[config.mk]
export PLATFORM = sky130hd
export DESIGN_NAME = utlb_data
export DESIGN_NICKNAME = d
export VERILOG_FILES = /design/src/rtl/utlb_pkg.sv /design/src/rtl/utlb_plru.sv /design/src/rtl/utlb_pfn_slice.sv /design/src/rtl/utlb_cam.sv /design/src/rtl/utlb_data.sv
export SDC_FILE = /design/constraint.sdc
export NUM_CORES = 1
export LEC_CHECK = 0
export ABC_CLOCK_PERIOD_IN_PS = 5000
export BUFFER_PORTS_ARGS = -buffer_cell sky130_fd_sc_hd__buf_2
export CORE_UTILIZATION = 40
export DETAILED_ROUTE_END_ITERATION = 10
export GPL_ROUTABILITY_DRIVEN = 1
export SLEW_MARGIN = 15
export SYNTH_ARGS = -nofsm -noshare
export SYNTH_HDL_FRONTEND = slang
export SYNTH_HIERARCHICAL = 1
export SYNTH_SLANG_ARGS = --single-unit
export TNS_END_PERCENT = 20
[constraint.sdc]
create_clock -name clk -period 5 [get_ports clk]
set_clock_uncertainty 0.05 [all_clocks]
set_input_delay 1.5 -clock clk [delete_from_list [all_inputs] [get_ports clk]]
set_output_delay 1.5 -clock clk [all_outputs]
set_load 0.01 [all_outputs]
[src/rtl/utlb_pkg.sv]
package utlb_pkg;

    typedef enum logic [1:0] {
        ST_LOOK  = 2'd0,
        ST_WAIT  = 2'd1,
        ST_DRAIN = 2'd2
    } utlb_st_e;

endpackage

[src/rtl/utlb_plru.sv]
// Two-level pseudo-LRU tree over four slots; bit 1 of an index is the half.
module utlb_plru (
    input  logic       clk,
    input  logic       rst_n,
    input  logic       clr,
    input  logic       use_en,
    input  logic [1:0] use_idx,
    output logic [1:0] victim
);
    logic       root_q;
    logic [1:0] half_q;

    always_ff @(posedge clk or negedge rst_n) begin
        if (!rst_n) begin
            root_q <= 1'b0;
            half_q <= 2'b00;
        end else if (clr) begin
            root_q <= 1'b0;
            half_q <= 2'b00;
        end else if (use_en) begin
            root_q              <= ~use_idx[1];
            half_q[use_idx[1]]  <= ~use_idx[0];
        end
    end

    assign victim = {root_q, half_q[root_q]};
endmodule

[src/rtl/utlb_pfn_slice.sv]
// Picks the 4KB frame inside a larger page: low 2k frame bits come from the page number.
module utlb_pfn_slice #(
    parameter int VPN_W    = 20,
    parameter int PFN_W    = 24,
    parameter int SIZE_W   = 3,
    parameter int MAX_SIZE = 6
) (
    input  logic [PFN_W-1:0]  base_pfn,
    input  logic [VPN_W-1:0]  vpn,
    input  logic [SIZE_W-1:0] size,
    output logic [PFN_W-1:0]  pfn
);
    localparam int MASK_BITS = 2 * MAX_SIZE;

    logic [PFN_W-1:0] mask;
    logic [PFN_W-1:0] vpn_ext;
    int               eff;

    always_comb begin
        eff = (int'(size) > MAX_SIZE) ? MAX_SIZE : int'(size);
        mask = '0;
        for (int b = 0; b < MASK_BITS; b++) begin
            if (b < 2 * eff) mask[b] = 1'b1;
        end
        vpn_ext = PFN_W'(vpn);
        pfn = (base_pfn & ~mask) | (vpn_ext & mask);
    end
endmodule

[src/rtl/utlb_cam.sv]
// Slot storage with parallel tag comparators and an AND-OR read port.
module utlb_cam #(
    parameter int ENTRIES = 4,
    parameter int VPN_W   = 20,
    parameter int ASID_W  = 8,
    parameter int PFN_W   = 24,
    parameter int ATTR_W  = 3,
    localparam int IDX_W  = $clog2(ENTRIES)
) (
    input  logic              clk,
    input  logic              rst_n,
    input  logic              flush,
    input  logic              wr_en,
    input  logic [IDX_W-1:0]  wr_idx,
    input  logic [VPN_W-1:0]  wr_vpn,
    input  logic [ASID_W-1:0] wr_asid,
    input  logic [PFN_W-1:0]  wr_pfn,
    input  logic [ATTR_W-1:0] wr_attr,
    input  logic              wr_dirty,
    input  logic [VPN_W-1:0]  q_vpn,
    input  logic [ASID_W-1:0] q_asid,
    output logic [ENTRIES-1:0] hit_vec,
    output logic [IDX_W-1:0]  hit_idx,
    output logic [PFN_W-1:0]  rd_pfn,
    output logic [ATTR_W-1:0] rd_attr,
    output logic              rd_dirty
);
    logic [ENTRIES-1:0] v_q;
    logic [VPN_W-1:0]   vpn_q   [ENTRIES];
    logic [ASID_W-1:0]  asid_q  [ENTRIES];
    logic [PFN_W-1:0]   pfn_q   [ENTRIES];
    logic [ATTR_W-1:0]  attr_q  [ENTRIES];
    logic [ENTRIES-1:0] dirty_q;

    always_ff @(posedge clk or negedge rst_n) begin
        if (!rst_n) begin
            v_q     <= '0;
            dirty_q <= '0;
            for (int i = 0; i < ENTRIES; i++) begin
                vpn_q[i]  <= '0;
                asid_q[i] <= '0;
                pfn_q[i]  <= '0;
                attr_q[i] <= '0;
            end
        end else if (flush) begin
            v_q <= '0;
        end else if (wr_en) begin
            for (int i = 0; i < ENTRIES; i++) begin
                if (wr_idx == IDX_W'(i)) begin
                    v_q[i]     <= 1'b1;
                    vpn_q[i]   <= wr_vpn;
                    asid_q[i]  <= wr_asid;
                    pfn_q[i]   <= wr_pfn;
                    attr_q[i]  <= wr_attr;
                    dirty_q[i] <= wr_dirty;
                end
            end
        end
    end

    for (genvar g = 0; g < ENTRIES; g++) begin : g_cmp
        assign hit_vec[g] = v_q[g] && (vpn_q[g] == q_vpn) && (asid_q[g] == q_asid);
    end

    always_comb begin
        hit_idx  = '0;
        rd_pfn   = '0;
        rd_attr  = '0;
        rd_dirty = 1'b0;
        for (int i = 0; i < ENTRIES; i++) begin
            if (hit_vec[i]) hit_idx = IDX_W'(i);
            rd_pfn   = rd_pfn  | (pfn_q[i]  & {PFN_W{hit_vec[i]}});
            rd_attr  = rd_attr | (attr_q[i] & {ATTR_W{hit_vec[i]}});
            rd_dirty = rd_dirty | (dirty_q[i] & hit_vec[i]);
        end
    end
endmodule

[src/rtl/utlb_data.sv]
module utlb_data #(
    parameter int VPN_W    = 20,
    parameter int ASID_W   = 8,
    parameter int PFN_W    = 24,
    parameter int ATTR_W   = 3,
    parameter int SIZE_W   = 3,
    parameter int MAX_SIZE = 6
) (
    input  logic              clk,
    input  logic              rst_n,
    input  logic              lk_valid,
    input  logic [VPN_W-1:0]  lk_vpn,
    input  logic [ASID_W-1:0] lk_asid,
    output logic              lk_hit,
    output logic              lk_stall,
    output logic [PFN_W-1:0]  lk_pfn,
    output logic [ATTR_W-1:0] lk_attr,
    output logic              lk_dirty,
    input  logic              fl_flush,
    output logic              rf_req,
    output logic [VPN_W-1:0]  rf_vpn,
    output logic [ASID_W-1:0] rf_asid,
    input  logic              rf_valid,
    input  logic [PFN_W-1:0]  rf_pfn,
    input  logic [SIZE_W-1:0] rf_size,
    input  logic [ATTR_W-1:0] rf_attr,
    input  logic              rf_dirty
);
    import utlb_pkg::*;

    localparam int ENTRIES = 4;
    localparam int IDX_W   = $clog2(ENTRIES);

    utlb_st_e          st_q, st_d;
    logic [VPN_W-1:0]  miss_vpn_q;
    logic [ASID_W-1:0] miss_asid_q;

    logic [ENTRIES-1:0] hit_vec;
    logic [IDX_W-1:0]   hit_idx, victim;
    logic [PFN_W-1:0]   rd_pfn, fill_pfn;
    logic [ATTR_W-1:0]  rd_attr;
    logic               rd_dirty;
    logic               cam_hit, look_hit, look_miss, fill_en;

    assign cam_hit   = |hit_vec;
    assign look_hit  = lk_valid && cam_hit && (st_q == ST_LOOK);
    assign look_miss = lk_valid && !cam_hit && (st_q == ST_LOOK);
    assign fill_en   = (st_q == ST_WAIT) && rf_valid && !fl_flush;

    utlb_cam #(
        .ENTRIES(ENTRIES), .VPN_W(VPN_W), .ASID_W(ASID_W),
        .PFN_W(PFN_W), .ATTR_W(ATTR_W)
    ) u_cam (
        .clk      (clk),
        .rst_n    (rst_n),
        .flush    (fl_flush),
        .wr_en    (fill_en),
        .wr_idx   (victim),
        .wr_vpn   (miss_vpn_q),
        .wr_asid  (miss_asid_q),
        .wr_pfn   (fill_pfn),
        .wr_attr  (rf_attr),
        .wr_dirty (rf_dirty),
        .q_vpn    (lk_vpn),
        .q_asid   (lk_asid),
        .hit_vec  (hit_vec),
        .hit_idx  (hit_idx),
        .rd_pfn   (rd_pfn),
        .rd_attr  (rd_attr),
        .rd_dirty (rd_dirty)
    );

    utlb_plru u_plru (
        .clk     (clk),
        .rst_n   (rst_n),
        .clr     (fl_flush),
        .use_en  (look_hit || fill_en),
        .use_idx (fill_en ? victim : hit_idx),
        .victim  (victim)
    );

    utlb_pfn_slice #(
        .VPN_W(VPN_W), .PFN_W(PFN_W), .SIZE_W(SIZE_W), .MAX_SIZE(MAX_SIZE)
    ) u_slice (
        .base_pfn (rf_pfn),
        .vpn      (miss_vpn_q),
        .size     (rf_size),
        .pfn      (fill_pfn)
    );

    // State register and miss latch
    always_ff @(posedge clk or negedge rst_n) begin
        if (!rst_n) begin
            st_q        <= ST_LOOK;
            miss_vpn_q  <= '0;
            miss_asid_q <= '0;
        end else begin
            st_q <= st_d;
            if (look_miss) begin
                miss_vpn_q  <= lk_vpn;
                miss_asid_q <= lk_asid;
            end
        end
    end

    // Next state
    always_comb begin
        st_d = st_q;
        unique case (st_q)
            ST_LOOK:  if (look_miss) st_d = ST_WAIT;
            ST_WAIT: begin
                if (rf_valid)      st_d = ST_LOOK;
                else if (fl_flush) st_d = ST_DRAIN;
            end
            ST_DRAIN: if (rf_valid) st_d = ST_LOOK;
            default:  st_d = ST_LOOK;
        endcase
    end

    // Outputs
    always_comb begin
        lk_hit   = look_hit;
        lk_stall = lk_valid && !look_hit;
        lk_pfn   = look_hit ? rd_pfn : '0;
        lk_attr  = look_hit ? rd_attr : '0;
        lk_dirty = look_hit && rd_dirty;
        rf_req   = 1'b0;
        unique case (st_q)
            ST_LOOK:  rf_req = 1'b0;
            ST_WAIT:  rf_req = 1'b1;
            ST_DRAIN: rf_req = 1'b1;
            default:  rf_req = 1'b0;
        endcase
        rf_vpn  = miss_vpn_q;
        rf_asid = miss_asid_q;
    end
endmodule

==> results.toml, run 1 <==
[worst_setup_path]
crit_path_max_incr_delay_ns = 0.61
critPathSlowestCell = "or4b_4"
rr_startpoint = "u_cam/vpn_q[59]$_DFFE_PN0P_"
cp_top_family = "simple AND/OR/NAND/NOR gates"
cp.arrival_ns = 3.79
start_kind = "input pin"
cp_max_fo = 26
crit_path_frequent_cell = "buf_2"
cp_cell_sequence = "buf_2 > xor2_1 > nor4_2 > nand4_1 > or4b_4 > inv_2 > or4_4 > nor2b_4 > buf_12 > and2_1 > buf_2"
cp-end-kind = "primary output"
crit_buf_inv = 4
critPathKind = "input pin to primary output"
required_ns = 3.45
critPathLaunch = "lk_vpn[14]"

[yosys]
synthDistinctLibCells = 51
synth_fa_ha_area_frac = 0.00373
syn-cell-area_mm2 = 0.0134
synthSimpleGateAreaFrac = 0.118
yosysWarningCount = 6
syn_nets = 1151
synth_top_flop_cell = "dfrtp_1"
synth_enable_flop_cells = 0
synth_top_family_by_area = "multiplexers"
synth_mux_area_frac = 0.233
yosysSeqAreaShare = 0.487
synth-compound-area-share = 0.0432
yosysTopAreaCell = "dfrtp_1"
synth_top_area_frac = 0.487
postSynth.asyncResetShare = 1.00
ys_ff_latch = 261
synth_xor_area_frac = 0.0731
synth_area_leaders = "dfrtp_1 49%, mux2_2 13%, mux2_1 8.1%"
syn_inst = 1083
synth_area_per_cell_um2 = 12.4

[clocking]
cts_tree = "built"
cts.clk_slew.worst_paths_ns = 0.06
max-clock-path-buffers = 3
numCtsBuffers = 30
clock_latency_ns = 0.56
clockRootBuffer = "clkbuf_16"
htree_num_levels = 1
ctsHoldBuffers = 0
cts_num_sinks = 261

[global_routing]
grt_pass1_wl_mm = 57.4
grt_remaining_overflow = 0
antenna_found_initial = 0
grt_max_degree = 126
grt_pass1_vias = 9660
track_usage = 0.219

[min_path]
worstHoldPathType = "register to register"
hp-start = "u_cam/v_q[0]$_DFFE_PN0P_"

[flow_run]
drv_cap = 0

[sta]
timing.final.crit_share = 1.07
worst_slew_pin_slew_ns = 0.986
fin_crit_ns = 5.34
whs_ns = 0.420
timing.final.hold_violations = 0
setup_ws_ns = -0.343
maxSlewHeadroom = 0.343
setup_viol = 30
finalMaxSlewViolations = 0
fmax_mhz = 187
rsz0062_at_grt = "yes"

[final_layout]
mostFrequentLayoutCell = "dfrtp_1"
regArea_mm2 = 0.00653
stdcell_area_mm2 = 0.0160
final_cell_mix = "261 x dfrtp_1, 151 x mux2_2, 120 x buf_2"
synthToLayoutAreaGrowth_pct = 19.6
drive_gt1_frac = 0.378
n_fill_cell = 2991
layout.nets = 1309
antennaDiodeCount = 0
multiInputGateArea_mm2 = 0.00638

[place]
hpwl_mm = 24.2
io_buffer_count = 122
place.gp.congestion = 0.797
dpl_cell_area_mm2 = 0.0149

[detailed_routing]
vias_per_cell = 5.44
detail-route-antenna-nets = 0
drtIter0Drc = 577
dr.pass1.iters = 5
routed_wl_mm = 36.2
vias = 9279
drc = 0
routedWlPerCell_um = 21.2

[floorplan]
core_mm2 = 0.0328
initial_utilization = 0.409
rows = 66
dieArea_mm2 = 0.0343
io-pin-count = 123
die_w_um = 185
fp.dieH_um = 185

[power_and_ir_drop]
power.total_mw = 7.42
ir_drop_mv = 0.348
p_leak_nw = 7.47
power.density_mw_per_mm2 = 462

[status]
status = "complete, but fails checks"
violations = "setup timing"
-- worst register-to-register path: cells and delay by family (launching register included) --
family                 cells  cell delay [ns]
XOR/XNOR                   1             0.16
buffers and inverters      2             0.24
flip-flops                 1             0.40
multiplexers               1             0.30
AND/OR/NAND/NOR            7             1.88
-- kinds of logic (layout without fill, tap and decap cells) --
kind of cell | count (synthesis) | in the layout
muxes | 270 | 270
and+or+nand+nor | 265 | 265
DFF | 261 | 261
xor gates and xnor gates | 112 | 112
buffers and inverters | 103 | 284
AOI/OAI and AO/OA | 68 | 68
adders and majority gates | 4 | 4
-- metrics by stage --
stage | setup slack [ns] | utilization | TNS (ns) | instances
6_report | -0.343 | 0.489 | -9.23 | 1706
5_1_grt | -0.431 | 0.489 | -11.92 | 1706
4_1_cts | -0.312 | 0.489 | -8.47 | 1706
3_5_place_dp | -0.470 | 0.456 | -13.19 | 1651
3_3_place_gp | -0.421 | 0.456 | -12.19 | 1651
2_1_floorplan | 0.00429 | - | 0 | 1083
-- cells in the mapped netlist (6+ instances only) --
cell,n
nand2_1,36
or4_1,28
and3_2,9
nand3_1,58
buf_4,15
mux2_4,21
dfrtp_1,261
nor2b_1,6
nand4_1,15
and3_1,19
inv_1,6
and2_1,31
buf_2,20
mux2_2,151
xnor2_1,58
a32oi_1,28
clkbuf_1,48
xor2_1,54
nor4_1,43
mux2_1,97
o311ai_1,28
-- what timing repair did --
action / in CTS / in global routing
gates resized for setup: 6 / 0
pin swaps: 3 / 0
setup buffers: 0 / 0
endpoints found under the setup margin: 30 / 30
-- routing by layer --
metal / wire (um) / up-vias / part of all wire / track usage
met3: 1700 / 65 / 0.047 / 0.0303
met4: 852 / 0 / 0.024 / 0.0595
met1: 15800 / 4658 / 0.44 / 0.294
li1: - / 4284 / - / -
met5: 0 / - / 0 / 0
met2: 17800 / 272 / 0.49 / 0.370
-- report_power, final --
group          total [mW]  switching (mW)  internal [mW]
registers            3.32           0.546           2.77
clock network        2.33           0.891           1.44
logic                1.77           0.819          0.953
-- state kept, by name, indices dropped and copies added, names as in the netlist --
name           flops
u_cam/v_q          4
u_cam/pfn_q       96
rf_vpn            20
u_plru/root_q      1
u_cam/dirty_q      4
st_q               2
u_plru/half_q      2
rf_asid            8
u_cam/vpn_q       80
u_cam/attr_q      12
u_cam/asid_q      32
-- worst paths after layout --
check / to / slack [ns] / cells past startpoint
max: lk_pfn[9] / -0.34 / 11
min: u_cam/v_q[0]$_DFFE_PN0P_ / 0.42 / 1
max reg2reg: u_plru/half_q[0]$_DFFE_PN0P_ / 1.87 / 11
min reg2reg: u_cam/v_q[0]$_DFFE_PN0P_ / 0.42 / 1
max in group asynchronous: rf_vpn[2]$_DFFE_PN0P_ / 2.83 / 2
min in group asynchronous: u_cam/pfn_q[44]$_DFFE_PN0P_ / 1.00 / 1
-- final cells by class --
class                           count  area share
Timing Repair Buffer              222      0.0921
Inverter                            7     0.00164
Tap cell                          442      0.0345
Clock inverter                     13      0.0114
Clock buffer                       42      0.0552
Sequential cell                   261       0.407
Multi-Input combinational cell    719       0.398
Note: power is estimated with default switching activity, not from simulation.
==> run 2, diff against run 1 <==
--- a/config.mk
+++ b/config.mk
@@ -7,7 +7,7 @@
 export LEC_CHECK = 0
 export ABC_CLOCK_PERIOD_IN_PS = 5000
 export BUFFER_PORTS_ARGS = -buffer_cell sky130_fd_sc_hd__buf_2
-export CORE_UTILIZATION = 40
+export CORE_UTILIZATION = 35
 export DETAILED_ROUTE_END_ITERATION = 10
 export GPL_ROUTABILITY_DRIVEN = 1
 export SLEW_MARGIN = 15
==> results.toml, run 2 (synthesized netlist as in run 1, its figures left out) <==
[power_and_ir_drop]
pwr-share-seq = 0.448
ir_drop_mv = 0.274
power.density_mw_per_mm2 = 446
p_clk_frac = 0.304
p_sw_frac = 0.309
switching_power_mw = 2.30
p_leak_nw = 7.69
p_int_mw = 5.15
p_comb_frac = 0.248

[clocking]
cts_tree = "built"
cts_num_sinks = 261
htree_num_levels = 1
clockRootBuffer = "clkbuf_16"
clock_latency_ns = 0.56
cts.clk_slew.worst_paths_ns = 0.06
max-clock-path-buffers = 3
ctsHoldBuffers = 0
numCtsBuffers = 28

[detailed_routing]
vias_per_cell = 5.33
detail-route-antenna-nets = 0
drtIter0Drc = 575
routed_wl_mm = 38.3
routedWlPerCell_um = 21.4
drc = 0
dr.pass1.iters = 5
vias = 9558

[global_routing]
grtUsageMet3 = 0.0341
use_met1 = 0.257
busiest_layer = "met2"
track_usage = 0.197
grt_pass1_vias = 9724
grt_remaining_overflow = 0
antenna_found_initial = 3
gr-usage-met2 = 0.328
grt_max_degree = 100
grt_pass1_wl_mm = 58.8

[sta]
fin_crit_ns = 5.46
setup_viol = 30
setup-tns-final_ns = -12.22
setup_ws_ns = -0.462
timing.final.hold_violations = 0
fmax_mhz = 183
rsz0062_at_grt = "yes"
timing.final.crit_share = 1.09
finalMaxSlewViolations = 0
worst_slew_pin_slew_ns = 0.829
maxSlewHeadroom = 0.448

[floorplan]
fp.dieH_um = 198
core_mm2 = 0.0377
initial_utilization = 0.356
dieArea_mm2 = 0.0391
rows = 71
io-pin-count = 123
die_w_um = 198

[final_layout]
reg.largest.list = "u_cam/pfn_q: 96 flops, u_cam/vpn_q: 80 flops, u_cam/asid_q: 32 flops"
mostFrequentLayoutCell = "dfrtp_1"
stdcell_count = 1794
largest-register = "u_cam/pfn_q"
synthToLayoutAreaGrowth_pct = 24.7
final_cell_mix = "261 x dfrtp_1, 151 x mux2_2, 106 x buf_2, 106 x buf_4, 97 x mux2_1"
n_fill_cell = 3517
largest_reg_flops = 96
layout.nets = 1330
stdcell_area_mm2 = 0.0167
drive_gt1_frac = 0.413

[place]
dpl.cell_count = 1731
hpwl_mm = 25.6
io_buffer_count = 122
dpl_cell_area_mm2 = 0.0152
place.gp.congestion = 0.811

[worst_setup_path]
critPathKind = "input pin to primary output"
cp_max_fo = 6
start_kind = "input pin"
cp-end-kind = "primary output"
cp.arrival_ns = 3.91
required_ns = 3.45

[status]
status = "complete, but fails checks"
violations = "setup timing"

[min_path]
worstHoldPathType = "register to register"

[flow_run]
drv_cap = 0
-- run 2: cell count changes in the layout (fill, tap and decap cells not counted), moves of 5 or more --
cell,before,now
buf_2,120,106
buf_6,1,13
buf_12,8,15
and2_4,0,11
nor4_1,37,32
xor2_1,54,47
buf_4,92,106
and2_1,31,20
-- run 2: path summary, 6_finish.rpt --
kind / from / to / slack [ns] / depth (start not counted)
worst max register to register: u_cam/vpn_q[52]$_DFFE_PN0P_ / u_plru/half_q[0]$_DFFE_PN0P_ / 1.57 / 14
worst min register to register: u_cam/v_q[0]$_DFFE_PN0P_ / u_cam/v_q[0]$_DFFE_PN0P_ / 0.42 / 1
worst min-delay path: u_cam/v_q[0]$_DFFE_PN0P_ / u_cam/v_q[0]$_DFFE_PN0P_ / 0.42 / 1
max in group asynchronous: rst_n / u_cam/vpn_q[48]$_DFFE_PN0P_ / 2.95 / 2
min in group asynchronous: rst_n / u_cam/pfn_q[91]$_DFFE_PN0P_ / 0.93 / 1
worst max-delay path: lk_vpn[14] / lk_pfn[5] / -0.46 / 13
-- run 2: metrics by stage --
stage	power [mW]	hold slack [ns]	setup slack [ns]	util
finish	7.46	0.417	-0.462	0.444
global route	7.83	0.439	-0.470	0.444
CTS	7.48	0.422	-0.401	0.437
detailed placement	5.15	0.408	-0.678	0.402
global placement	5.08	0.402	-0.665	0.402
floorplan	4.37	0.391	0.00429	-
-- run 2: power groups by stage --
stage	Clock, mW	Combinational [mW]	Sequential (mW)
after floorplan	0	1.16	3.22
final	2.27	1.85	3.34
after global routing	2.41	1.98	3.43
after global placement	0	1.76	3.32
after CTS	2.32	1.83	3.33
after detailed placement	0	1.80	3.35
-- run 2: layer usage --
layer  share of wire  routed length [um]
met1            0.43               16300
met2            0.49               18800
met3           0.054                2050
met4           0.030                1140
met5         0.00060                  23
-- run 2: layout make-up --
class	count	area [um2]	area share
Clock buffer	41	860	0.0514
Timing Repair Buffer	245	1890	0.113
Tap cell	511	639	0.0382
Multi-Input combinational cell	719	6600	0.395
Sequential cell	261	6530	0.391
Antenna cell	1	2.50	0.000150
Inverter	7	26.3	0.00157
Clock inverter	9	173	0.0103
-- run 2: critical path: stages --
cell     delay (ns)
buf_2          0.12
xor2_2         0.16
nor4_4         0.35
nand4_1        0.26
or4b_4         0.55
inv_2          0.07
or4_4          0.12
nor2b_4        0.17
buf_12         0.12
buf_12         0.12
buf_16         0.13
and2_4         0.14
buf_6          0.09
-- run 2: timing repair --
| item | CTS | global route |
|---|---|---|
| gates cloned | 3 | 0 |
| resized for setup | 22 | 46 |
| endpoints found under the setup margin | 30 | 30 |
| pin swaps | 11 | 18 |
| buffers inserted | 7 | 3 |
